<file path="src/rtl/isq_pkg.sv">
package isq_pkg;
    localparam int AW          = 16;
    localparam int DW          = 8;
    localparam int FRAME_BYTES = 7;
    localparam int IDX_W       = $clog2(FRAME_BYTES);
    localparam int CCR_I       = 4;

    localparam logic [AW-1:0] VEC_BASE  = 16'hFFF8;
    localparam logic [DW-1:0] CCR_ONES  = 8'hC0;
    localparam logic [DW-1:0] CCR_IMASK = DW'(1) << CCR_I;
    localparam logic [IDX_W-1:0] IDX_LAST = IDX_W'(FRAME_BYTES - 1);

    // source order sets the vector slot: base + 2*source
    typedef enum logic [1:0] {
        SRC_IRQ = 2'd0,
        SRC_SWI = 2'd1,
        SRC_NMI = 2'd2,
        SRC_RST = 2'd3
    } src_e;

    typedef enum logic [2:0] {
        ST_HOLD,
        ST_IDLE,
        ST_PUSH,
        ST_POP,
        ST_VHI,
        ST_VLO,
        ST_VFIN,
        ST_RFIN
    } state_e;

    typedef struct packed {
        logic [AW-1:0] pc;
        logic [AW-1:0] x;
        logic [DW-1:0] a;
        logic [DW-1:0] b;
        logic [DW-1:0] ccr;
    } frame_t;

    function automatic logic [DW-1:0] ccr_fix(logic [DW-1:0] c);
        return c | CCR_ONES;
    endfunction

    function automatic logic [AW-1:0] vec_addr(src_e s);
        return VEC_BASE | AW'({s, 1'b0});
    endfunction

    // slot k is the k-th byte pushed
    function automatic logic [DW-1:0] frame_byte(frame_t f, logic [IDX_W-1:0] k);
        logic [DW-1:0] r;
        case (int'(k))
            0: r = f.pc[DW-1:0];
            1: r = f.pc[AW-1:DW];
            2: r = f.x[DW-1:0];
            3: r = f.x[AW-1:DW];
            4: r = f.a;
            5: r = f.b;
            default: r = ccr_fix(f.ccr);
        endcase
        return r;
    endfunction

    function automatic frame_t frame_put(frame_t f, logic [IDX_W-1:0] k, logic [DW-1:0] d);
        frame_t r;
        r = f;
        case (int'(k))
            0: r.pc[DW-1:0]  = d;
            1: r.pc[AW-1:DW] = d;
            2: r.x[DW-1:0]   = d;
            3: r.x[AW-1:DW]  = d;
            4: r.a           = d;
            5: r.b           = d;
            default: r.ccr   = ccr_fix(d);
        endcase
        return r;
    endfunction
endpackage

</file>
<file path="src/rtl/isq_req_front.sv">
module isq_req_front (
    input  logic clk,
    input  logic rst,
    input  logic nmi_n,
    input  logic irq_n,
    input  logic mask,
    input  logic nmi_take,
    output logic nmi_pend,
    output logic irq_live
);
    logic nmi_prev;

    always_ff @(posedge clk) begin
        if (rst) begin
            nmi_prev <= 1'b1;
            nmi_pend <= 1'b0;
        end else begin
            nmi_prev <= nmi_n;
            // a new edge in the grant cycle stays pending
            nmi_pend <= (nmi_prev & ~nmi_n) | (nmi_pend & ~nmi_take);
        end
    end

    assign irq_live = ~irq_n & ~mask;
endmodule

</file>
<file path="src/rtl/isq_seq_ctrl.sv">
module isq_seq_ctrl
    import isq_pkg::*;
(
    input  logic             clk,
    input  logic             rst,
    input  logic             instr_done,
    input  logic             swi_req,
    input  logic             rti_req,
    input  logic             nmi_pend,
    input  logic             irq_live,
    output state_e           st,
    output logic [IDX_W-1:0] idx,
    output src_e             src,
    output logic             grab,
    output logic             nmi_take
);
    logic at_edge, go_swi, go_rti, go_nmi, go_irq;

    always_comb begin
        at_edge  = (st == ST_IDLE) && instr_done;
        go_swi   = at_edge && swi_req;
        go_rti   = at_edge && !swi_req && rti_req;
        go_nmi   = at_edge && !swi_req && !rti_req && nmi_pend;
        go_irq   = at_edge && !swi_req && !rti_req && !nmi_pend && irq_live;
        grab     = go_swi || go_rti || go_nmi || go_irq;
        nmi_take = go_nmi;
    end

    always_ff @(posedge clk) begin
        if (rst) begin
            st  <= ST_HOLD;
            idx <= '0;
            src <= SRC_RST;
        end else begin
            case (st)
                ST_HOLD: st <= ST_VHI;
                ST_IDLE: begin
                    idx <= '0;
                    if (go_rti) begin
                        st <= ST_POP;
                    end else if (go_swi) begin
                        st  <= ST_PUSH;
                        src <= SRC_SWI;
                    end else if (go_nmi) begin
                        st  <= ST_PUSH;
                        src <= SRC_NMI;
                    end else if (go_irq) begin
                        st  <= ST_PUSH;
                        src <= SRC_IRQ;
                    end
                end
                ST_PUSH: begin
                    if (idx == IDX_LAST) st <= ST_VHI;
                    else                 idx <= idx + 1'b1;
                end
                ST_POP: begin
                    if (idx == IDX_LAST) st <= ST_RFIN;
                    else                 idx <= idx + 1'b1;
                end
                ST_VHI:  st <= ST_VLO;
                ST_VLO:  st <= ST_VFIN;
                default: st <= ST_IDLE;
            endcase
        end
    end
endmodule

</file>
<file path="src/rtl/isq_frame_dp.sv">
module isq_frame_dp
    import isq_pkg::*;
(
    input  logic             clk,
    input  logic             rst,
    input  state_e           st,
    input  logic [IDX_W-1:0] idx,
    input  src_e             src,
    input  logic             grab,
    input  logic [AW-1:0]    pc_in,
    input  logic [AW-1:0]    sp_in,
    input  logic [AW-1:0]    x_in,
    input  logic [DW-1:0]    a_in,
    input  logic [DW-1:0]    b_in,
    input  logic [DW-1:0]    ccr_in,
    input  logic [DW-1:0]    mem_rdata,
    output logic [AW-1:0]    mem_addr,
    output logic [DW-1:0]    mem_wdata,
    output logic             mem_we,
    output logic             mem_re,
    output frame_t           frm,
    output logic [AW-1:0]    sp_r
);
    logic [DW-1:0] vhi;

    always_ff @(posedge clk) begin
        if (rst) begin
            frm  <= '0;
            sp_r <= sp_in;
            vhi  <= '0;
        end else begin
            if (grab) begin
                frm  <= '{pc: pc_in, x: x_in, a: a_in, b: b_in, ccr: ccr_in};
                sp_r <= sp_in;
            end
            case (st)
                ST_PUSH: sp_r <= sp_r - 1'b1;
                ST_POP: begin
                    sp_r <= sp_r + 1'b1;
                    frm  <= frame_put(frm, IDX_LAST - idx, mem_rdata);
                end
                ST_VHI: vhi <= mem_rdata;
                ST_VLO: begin
                    frm.pc  <= {vhi, mem_rdata};
                    frm.ccr <= ccr_fix(frm.ccr) | CCR_IMASK;
                end
                default: ;
            endcase
        end
    end

    always_comb begin
        mem_addr  = '0;
        mem_wdata = '0;
        mem_we    = 1'b0;
        mem_re    = 1'b0;
        case (st)
            ST_PUSH: begin
                mem_addr  = sp_r;
                mem_wdata = frame_byte(frm, idx);
                mem_we    = 1'b1;
            end
            ST_POP: begin
                mem_addr = sp_r + 1'b1;
                mem_re   = 1'b1;
            end
            ST_VHI: begin
                mem_addr = vec_addr(src);
                mem_re   = 1'b1;
            end
            ST_VLO: begin
                mem_addr = vec_addr(src) | AW'(1);
                mem_re   = 1'b1;
            end
            default: ;
        endcase
    end
endmodule

</file>
<file path="src/rtl/isq_top.sv">
module isq_top
    import isq_pkg::*;
(
    input  logic          clk,
    input  logic          rst,
    input  logic          nmi_n,
    input  logic          irq_n,
    input  logic          instr_done,
    input  logic          swi_req,
    input  logic          rti_req,
    input  logic [15:0]   pc_in,
    input  logic [15:0]   sp_in,
    input  logic [15:0]   x_in,
    input  logic [7:0]    a_in,
    input  logic [7:0]    b_in,
    input  logic [7:0]    ccr_in,
    input  logic [7:0]    mem_rdata,
    output logic [15:0]   mem_addr,
    output logic [7:0]    mem_wdata,
    output logic          mem_we,
    output logic          mem_re,
    output logic          busy,
    output logic          vec_load,
    output logic          rf_restore,
    output logic [15:0]   pc_out,
    output logic [15:0]   sp_out,
    output logic [15:0]   x_out,
    output logic [7:0]    a_out,
    output logic [7:0]    b_out,
    output logic [7:0]    ccr_out
);
    state_e           st;
    logic [IDX_W-1:0] idx;
    src_e             src;
    logic             grab, nmi_take, nmi_pend, irq_live;
    frame_t           frm;
    logic [AW-1:0]    sp_r;

    isq_req_front u_front (
        .clk      (clk),
        .rst      (rst),
        .nmi_n    (nmi_n),
        .irq_n    (irq_n),
        .mask     (ccr_in[CCR_I]),
        .nmi_take (nmi_take),
        .nmi_pend (nmi_pend),
        .irq_live (irq_live)
    );

    isq_seq_ctrl u_ctrl (
        .clk        (clk),
        .rst        (rst),
        .instr_done (instr_done),
        .swi_req    (swi_req),
        .rti_req    (rti_req),
        .nmi_pend   (nmi_pend),
        .irq_live   (irq_live),
        .st         (st),
        .idx        (idx),
        .src        (src),
        .grab       (grab),
        .nmi_take   (nmi_take)
    );

    isq_frame_dp u_dp (
        .clk       (clk),
        .rst       (rst),
        .st        (st),
        .idx       (idx),
        .src       (src),
        .grab      (grab),
        .pc_in     (pc_in),
        .sp_in     (sp_in),
        .x_in      (x_in),
        .a_in      (a_in),
        .b_in      (b_in),
        .ccr_in    (ccr_in),
        .mem_rdata (mem_rdata),
        .mem_addr  (mem_addr),
        .mem_wdata (mem_wdata),
        .mem_we    (mem_we),
        .mem_re    (mem_re),
        .frm       (frm),
        .sp_r      (sp_r)
    );

    assign busy       = (st != ST_IDLE);
    assign vec_load   = (st == ST_VFIN);
    assign rf_restore = (st == ST_RFIN);
    assign pc_out     = frm.pc;
    assign sp_out     = sp_r;
    assign x_out      = frm.x;
    assign a_out      = frm.a;
    assign b_out      = frm.b;
    assign ccr_out    = frm.ccr;
endmodule

</file>
<file path="config.mk">
export PLATFORM = sky130hd
export DESIGN_NAME = isq_top
export DESIGN_NICKNAME = d
export VERILOG_FILES = /design/src/rtl/isq_pkg.sv /design/src/rtl/isq_req_front.sv /design/src/rtl/isq_seq_ctrl.sv /design/src/rtl/isq_frame_dp.sv /design/src/rtl/isq_top.sv
export SDC_FILE = /design/constraint.sdc
export NUM_CORES = 1
export LEC_CHECK = 0
export ABC_CLOCK_PERIOD_IN_PS = 2100
export BUFFER_PORTS_ARGS = -buffer_cell sky130_fd_sc_hd__buf_2
export CAP_MARGIN = 20
export CORE_MARGIN = 8
export CORE_UTILIZATION = 40
export CTS_BUF_LIST = sky130_fd_sc_hd__clkbuf_4 sky130_fd_sc_hd__clkbuf_8 sky130_fd_sc_hd__clkbuf_16
export CTS_CLUSTER_DIAMETER = 100
export DETAILED_ROUTE_END_ITERATION = 12
export PLACE_DENSITY_LB_ADDON = 0.05
export SKIP_CTS_REPAIR_TIMING = 1
export SKIP_LAST_GASP = 1
export SLEW_MARGIN = 20
export SYNTH_ARGS = -nofsm -noshare
export SYNTH_HDL_FRONTEND = slang
export SYNTH_SLANG_ARGS = --single-unit
</file>
<file path="constraint.sdc">
create_clock -name clk -period 2.1 [get_ports clk]
set_input_delay 0.105 -clock clk [delete_from_list [all_inputs] [get_ports clk]]
set_output_delay 0.105 -clock clk [all_outputs]
set_load 0.005 [all_outputs]
</file>
Yosys cells after proc, flatten, opt, wreduce, memory -nomap -nowiden
Cells that the tools add are included.
- flip-flop bits (word level): 90
- input port bits: 87
- output and inout port bits: 101
- word-level logic and storage cells: 126
- add/subtract/negate cells: 4
- equal/unequal tests: 30
- mux-type cells: 31
- bitwise logic cells: 10
- reductions and logical operators: 36
- operators by type and width (kind ; number):
    2-to-1 mux 8 bit ; 8
    one-hot mux 16 bit (2 select lines) ; 2
    one-hot mux 16 bit (4 select lines) ; 1
    2-to-1 mux 56 bit ; 1
    one-hot mux 8 bit (6 select lines) ; 1
    2-to-1 mux 16 bit ; 2
    2-to-1 mux 32 bit ; 1
    == test 3 bit (second input constant) ; 9
    2-to-1 mux 3 bit ; 7
    == test 3 x 2 -> 1 bit (second input constant) ; 6
    one-hot mux 3 bit (6 select lines) ; 1
    adder 16 x 1 -> 16 bit (second input constant) ; 1
    inequality test 2 x 1 -> 1 bit (second input constant) ; 8
    one-hot mux 8 bit (2 select lines) ; 1
    AND reduction 2 bit ; 8
    subtractor 16 x 1 -> 16 bit (second input constant) ; 1
    == test 3 x 1 -> 1 bit (second input constant) ; 3
    zero test 3 bit ; 3
    AND reduction 3 bit ; 3
    logical AND 1 bit ; 8
    2-to-1 mux 2 bit ; 3
    inverter 1 bit ; 6
    one-hot mux 3 bit (2 select lines) ; 1
    nonzero test 3 bit ; 2
    15 further kinds ; 24

Depth between registers and ports, before layout
- depth in word-level cells: 11
- mapped depth: 10
- mapped depth without buffers: 7

Cells and area by module
From an unflattened synthesis, not the netlist that was laid out.
- cell total of the unflattened synthesis: 698
- area total of the unflattened synthesis: 5728.0 um^2
- modules (own cells, without submodules) (module ; times used ; cells each ; area an instance (um^2) ; seq. area each (um^2)):
    isq_frame_dp ; 1 ; 638 ; 5177.5 ; 1761.7
    isq_seq_ctrl ; 1 ; 50 ; 452.9 ; 160.2
    isq_req_front ; 1 ; 7 ; 71.3 ; 40.0
    isq_top ; 1 ; 3 ; 26.3 ; 0.0

Worst setup path after synthesis
OpenSTA, ideal clock, no wires.
- path kind: register to register
- from: register u_dp.sp_r[0]
- to: register u_dp.sp_r[14] (data pin)
- setup time: 0.261 ns
- data arrival time: 1.797 ns
- required time: 1.839 ns
- path slack: 0.042 ns
- cell stages (with the launch flop): 8
- path buffers: 0
- period minus slack after synthesis: 2.058 ns
- cells stage by stage: edfxtp_1 inv_1 ha_1 nor3b_1 nand4_1 xnor2_1 nor2_1 a221o_1
- word-level cells in the longest chain between the ends: 3
- elaborated cells between the ends (all ways): 4
- those cells by class: add/sub: 2; mux: 2
- RTL lines (element ; RTL line ; source):
    start, declared ; isq_frame_dp.sv:22 ; output logic [AW-1:0] sp_r
    start signal, assigned ; isq_frame_dp.sv:29 ; sp_r <= sp_in;
    start signal, assigned ; isq_frame_dp.sv:34 ; sp_r <= sp_in;
    start signal, assigned ; isq_frame_dp.sv:37 ; ST_PUSH: sp_r <= sp_r - 1'b1;
    adder 16 x 1 -> 16 bit or subtractor 16 x 1 -> 16 bit (tied branches) ; isq_frame_dp.sv:39, isq_frame_dp.sv:37 ;
    one-hot mux 16 bit (2 select lines) * ; isq_frame_dp.sv:36 ; case (st)
    2-to-1 mux 16 bit * ; isq_frame_dp.sv:27 ; if (rst) begin
Every way passes the cells marked *; elsewhere a longest branch is shown, timed or not.
A chain may end at the register's enable or synchronous reset.

Worst setup path in the final report
- from: register u_ctrl.idx[0]
- to: output port mem_wdata[3]
- word-level cells in the longest chain between the ends: 3
- elaborated cells between the ends (all ways): 8
- those cells by class: eq/ne: 5; mux: 2; reduce/logical: 1
- RTL lines (element ; RTL line ; source):
    start, declared ; isq_seq_ctrl.sv:12 ; output logic [IDX_W-1:0] idx,
    start signal, assigned ; isq_seq_ctrl.sv:54 ; else idx <= idx + 1'b1;
    start signal, assigned ; isq_seq_ctrl.sv:58 ; else idx <= idx + 1'b1;
    == test 3 bit (tied with other cells) ; isq_pkg.sv:51 ; case (int'(k))
    one-hot mux 8 bit (6 select lines) * ; isq_pkg.sv:51 ;
    2-to-1 mux 8 bit * ; isq_frame_dp.sv:57 ; case (st)
    end, declared ; isq_top.sv:19 ; output logic [7:0] mem_wdata,
Marked as above.

==> flow_summary.json <==
{
  "grt_pass1_wl_um": 32980,
  "hold_class": "in2reg",
  "p_per_area_nw_per_um2": 950.7,
  "cp_max_fo": 8,
  "drt_iter0_markers": 622,
  "crit_path_cell_trace": "inv_2 -> ha_4 -> a222oi_1 -> nor2_1 -> a221oi_2 -> nor2_1 -> buf_2",
  "drt_wl_total_um": 21970,
  "clock-sinks": 90,
  "gr-total-overflow": 0,
  "syn_area_per_cell_um2": 8.180,
  "initial_core_util_pct": 40.48,
  "clock_path_buffers": 2,
  "fin_crit_ns": 2.151,
  "clock_latency_ns": 0.34,
  "ir_drop_v": 0.0005021,
  "grt_max_degree": 71,
  "drc": 0,
  "synth_largest_area_cell": "dfxtp_1",
  "first_global_vias": 5928,
  "syn_inst": 679,
  "relSlewSlack_pct": 47.90,
  "fmax_ghz": 0.4648,
  "finalSetupViolations": 2,
  "yosysWarningCount": 0,
  "cp.arrival_ns": 2.05,
  "area_growth_syn_to_layout_pct": 35.98,
  "ys_seq_elements": 90,
  "yosysUniqueCellTypes": 65,
  "core_um2": 13720,
  "rsz0062_at_grt": "true",
  "nFillCells": 1299,
  "place_inst": 1043,
  "routedWlPerCell_um": 20.36,
  "final_layout_size_suffix_gt1_share_pct": 38.31,
  "startpoint_type": "flip-flop",
  "ys_seq_area_share_pct": 35.32,
  "maxSlewViolCount": 0,
  "power_leakage_uw": 0.003224,
  "synthArstFlopShare_pct": 0,
  "hpwl_um": 16620,
  "numPortBuffers": 187,
  "layout.cells.non_filler": 1079,
  "max_stage_delay_ns": 0.46,
  "cap_violations": 0,
  "netlist_top_cells_area": "dfxtp_1, edfxtp_1, a21oi_1, a211oi_1, nor2_1",
  "num_vias": 6198,
  "fin_hold_ws_ns": 0.02835,
  "status": "finished with violations",
  "post-route-period-util_pct": 102.4,
  "final_common_cell": "buf_2",
  "dieArea_um2": 17910,
  "clock_skew_ns": 0.006737,
  "critical_path_class": "reg2out",
  "ant_nets": 0,
  "yosysTopAreaCellShare_pct": 26.67,
  "post_drt_via_cell_ratio": 5.744,
  "synth_ff_type": "dfxtp_1",
  "htreeDepth": 3,
  "first_pass_iters": 5,
  "root_buffer": "clkbuf_16",
  "cp.buffers_inverters": 2,
  "setup_slack_ns": -0.05125,
  "die_h_um": 133.8,
  "nets": 990,
  "critical-path-top-delay-family": "compound AO/OA/AOI/OAI gates",
  "syn-cell-area_um2": 5554,
  "finalWeightedCongestion": 0.8982,
  "end_kind": "primary output",
  "required_ns": 2.00,
  "antenna_found_initial": 1,
  "crit_top_cell": "nor2_1",
  "rows": 43,
  "synth-edff-count": 16,
  "track_usage_pct": 23.09,
  "cts_made_buffers": 9,
  "io_pins": 188,
  "clkTransAtPathRegs_ns": 0.07,
  "dieWidth_um": 133.8,
  "violations": "negative setup slack",
  "total_power_uw": 7180,
  "cts_tree": "done",
  "finalHoldViolCount": 0,
  "crit_slowest_cell": "a222oi_1",
  "tightest_slew_ns": 0.7815,
  "syn_nets": 775,
  "final_cell_mix": "buf_2, a21oi_1, nor2_1"
}
## worst register-to-register path, cell delays in order (launching register included)
cell      delay (ns)
edfxtp_1        0.50
buf_4           0.19
nor4_4          0.31
nand3_2         0.15
or4_4           0.44
xor2_1          0.17
o221ai_2        0.11
## area by class of cell
cell class              count  area [µm²]  area share, %
diodes                      1       2.502        0.03313
clock buffers              11       257.7          3.413
clock inverters             4       31.28         0.4142
inverters                  12       48.80         0.6461
multi-input cells         519        3488          46.19
flip-flops and latches     90        1971          26.09
well taps                 180       225.2          2.982
repair buffers            262        1528          20.23
## final timing paths
kind	startpoint	end	slack, ns	cells after the start
max	u_ctrl.idx[0]$_SDFFE_PP0P_	mem_wdata[3]	-0.05	7
min	ccr_in[6]	u_dp.frm[6]$_SDFFE_PP0P_	0.03	3
max reg2reg	u_dp.sp_r[0]$_DFFE_PP_	u_dp.sp_r[13]$_DFFE_PP_	-0.04	6
min reg2reg	u_front.nmi_prev$_SDFF_PP1_	u_front.nmi_pend$_SDFF_PP0_	0.46	2
## Yosys cell counts (all sizes together), types with 13 or more instances
cell and instances:
nand2 59, clkbuf 30, dfxtp 74, nor2 72
xor2 21, a21oi 87, a221oi 15, xnor2 13
o21ai 52, edfxtp 16, a211oi 46, buf 28
o221ai 13
## power breakdown
group          total (µW)  leakage (µW)  internal [µW]  switching (µW)
clock                1610      0.000142            892             721
combinational        3060       0.00232           1350            1710
sequential           2510      0.000764           2110             392
total                7180       0.00322           4360            2820
## per-stage QoR
step	instance area, µm²	setup TNS, ns	setup slack (ns)	util [%]
2_1_floorplan	5554	0	0.04213	-
3_3_place_gp	6855	0	0.06748	49.97
3_5_place_dp	6855	0	0.04268	49.97
4_1_cts	7144	-2.194	-0.3345	52.07
5_1_grt	7552	-0.5352	-0.09928	55.05
6_report	7552	-0.09059	-0.05125	55.05
## layer usage
layer / up-vias / track usage, % / part of all wire (%)
li1: 2949 / - / -
met2: 283 / 35.19 / 45
met4: 0 / 8.422 / 2.1
met3: 31 / 5.011 / 7.9
met5: - / 0 / 0
met1: 2935 / 31.35 / 45
## flip-flops by register name, summed over array words and instances, names as in the netlist
signal / count
u_dp.frm: 56
u_dp.sp_r: 16
u_dp.vhi: 8
u_ctrl.idx: 3
u_ctrl.st: 3
u_ctrl.src: 2
u_front.nmi_pend: 1
u_front.nmi_prev: 1
## kinds of logic after synthesis
family,count (synthesis),share of synthesized area (%)
DFF,90,35.32
adders and majority gates,9,2.028
buffers and inverters,70,5.722
muxes,18,3.447
AOI/OAI and AO/OA,259,30.62
and+or+nand+nor,199,17.50
xor gates and xnor gates,34,5.362
Note: power is estimated with default switching activity, not from simulation.
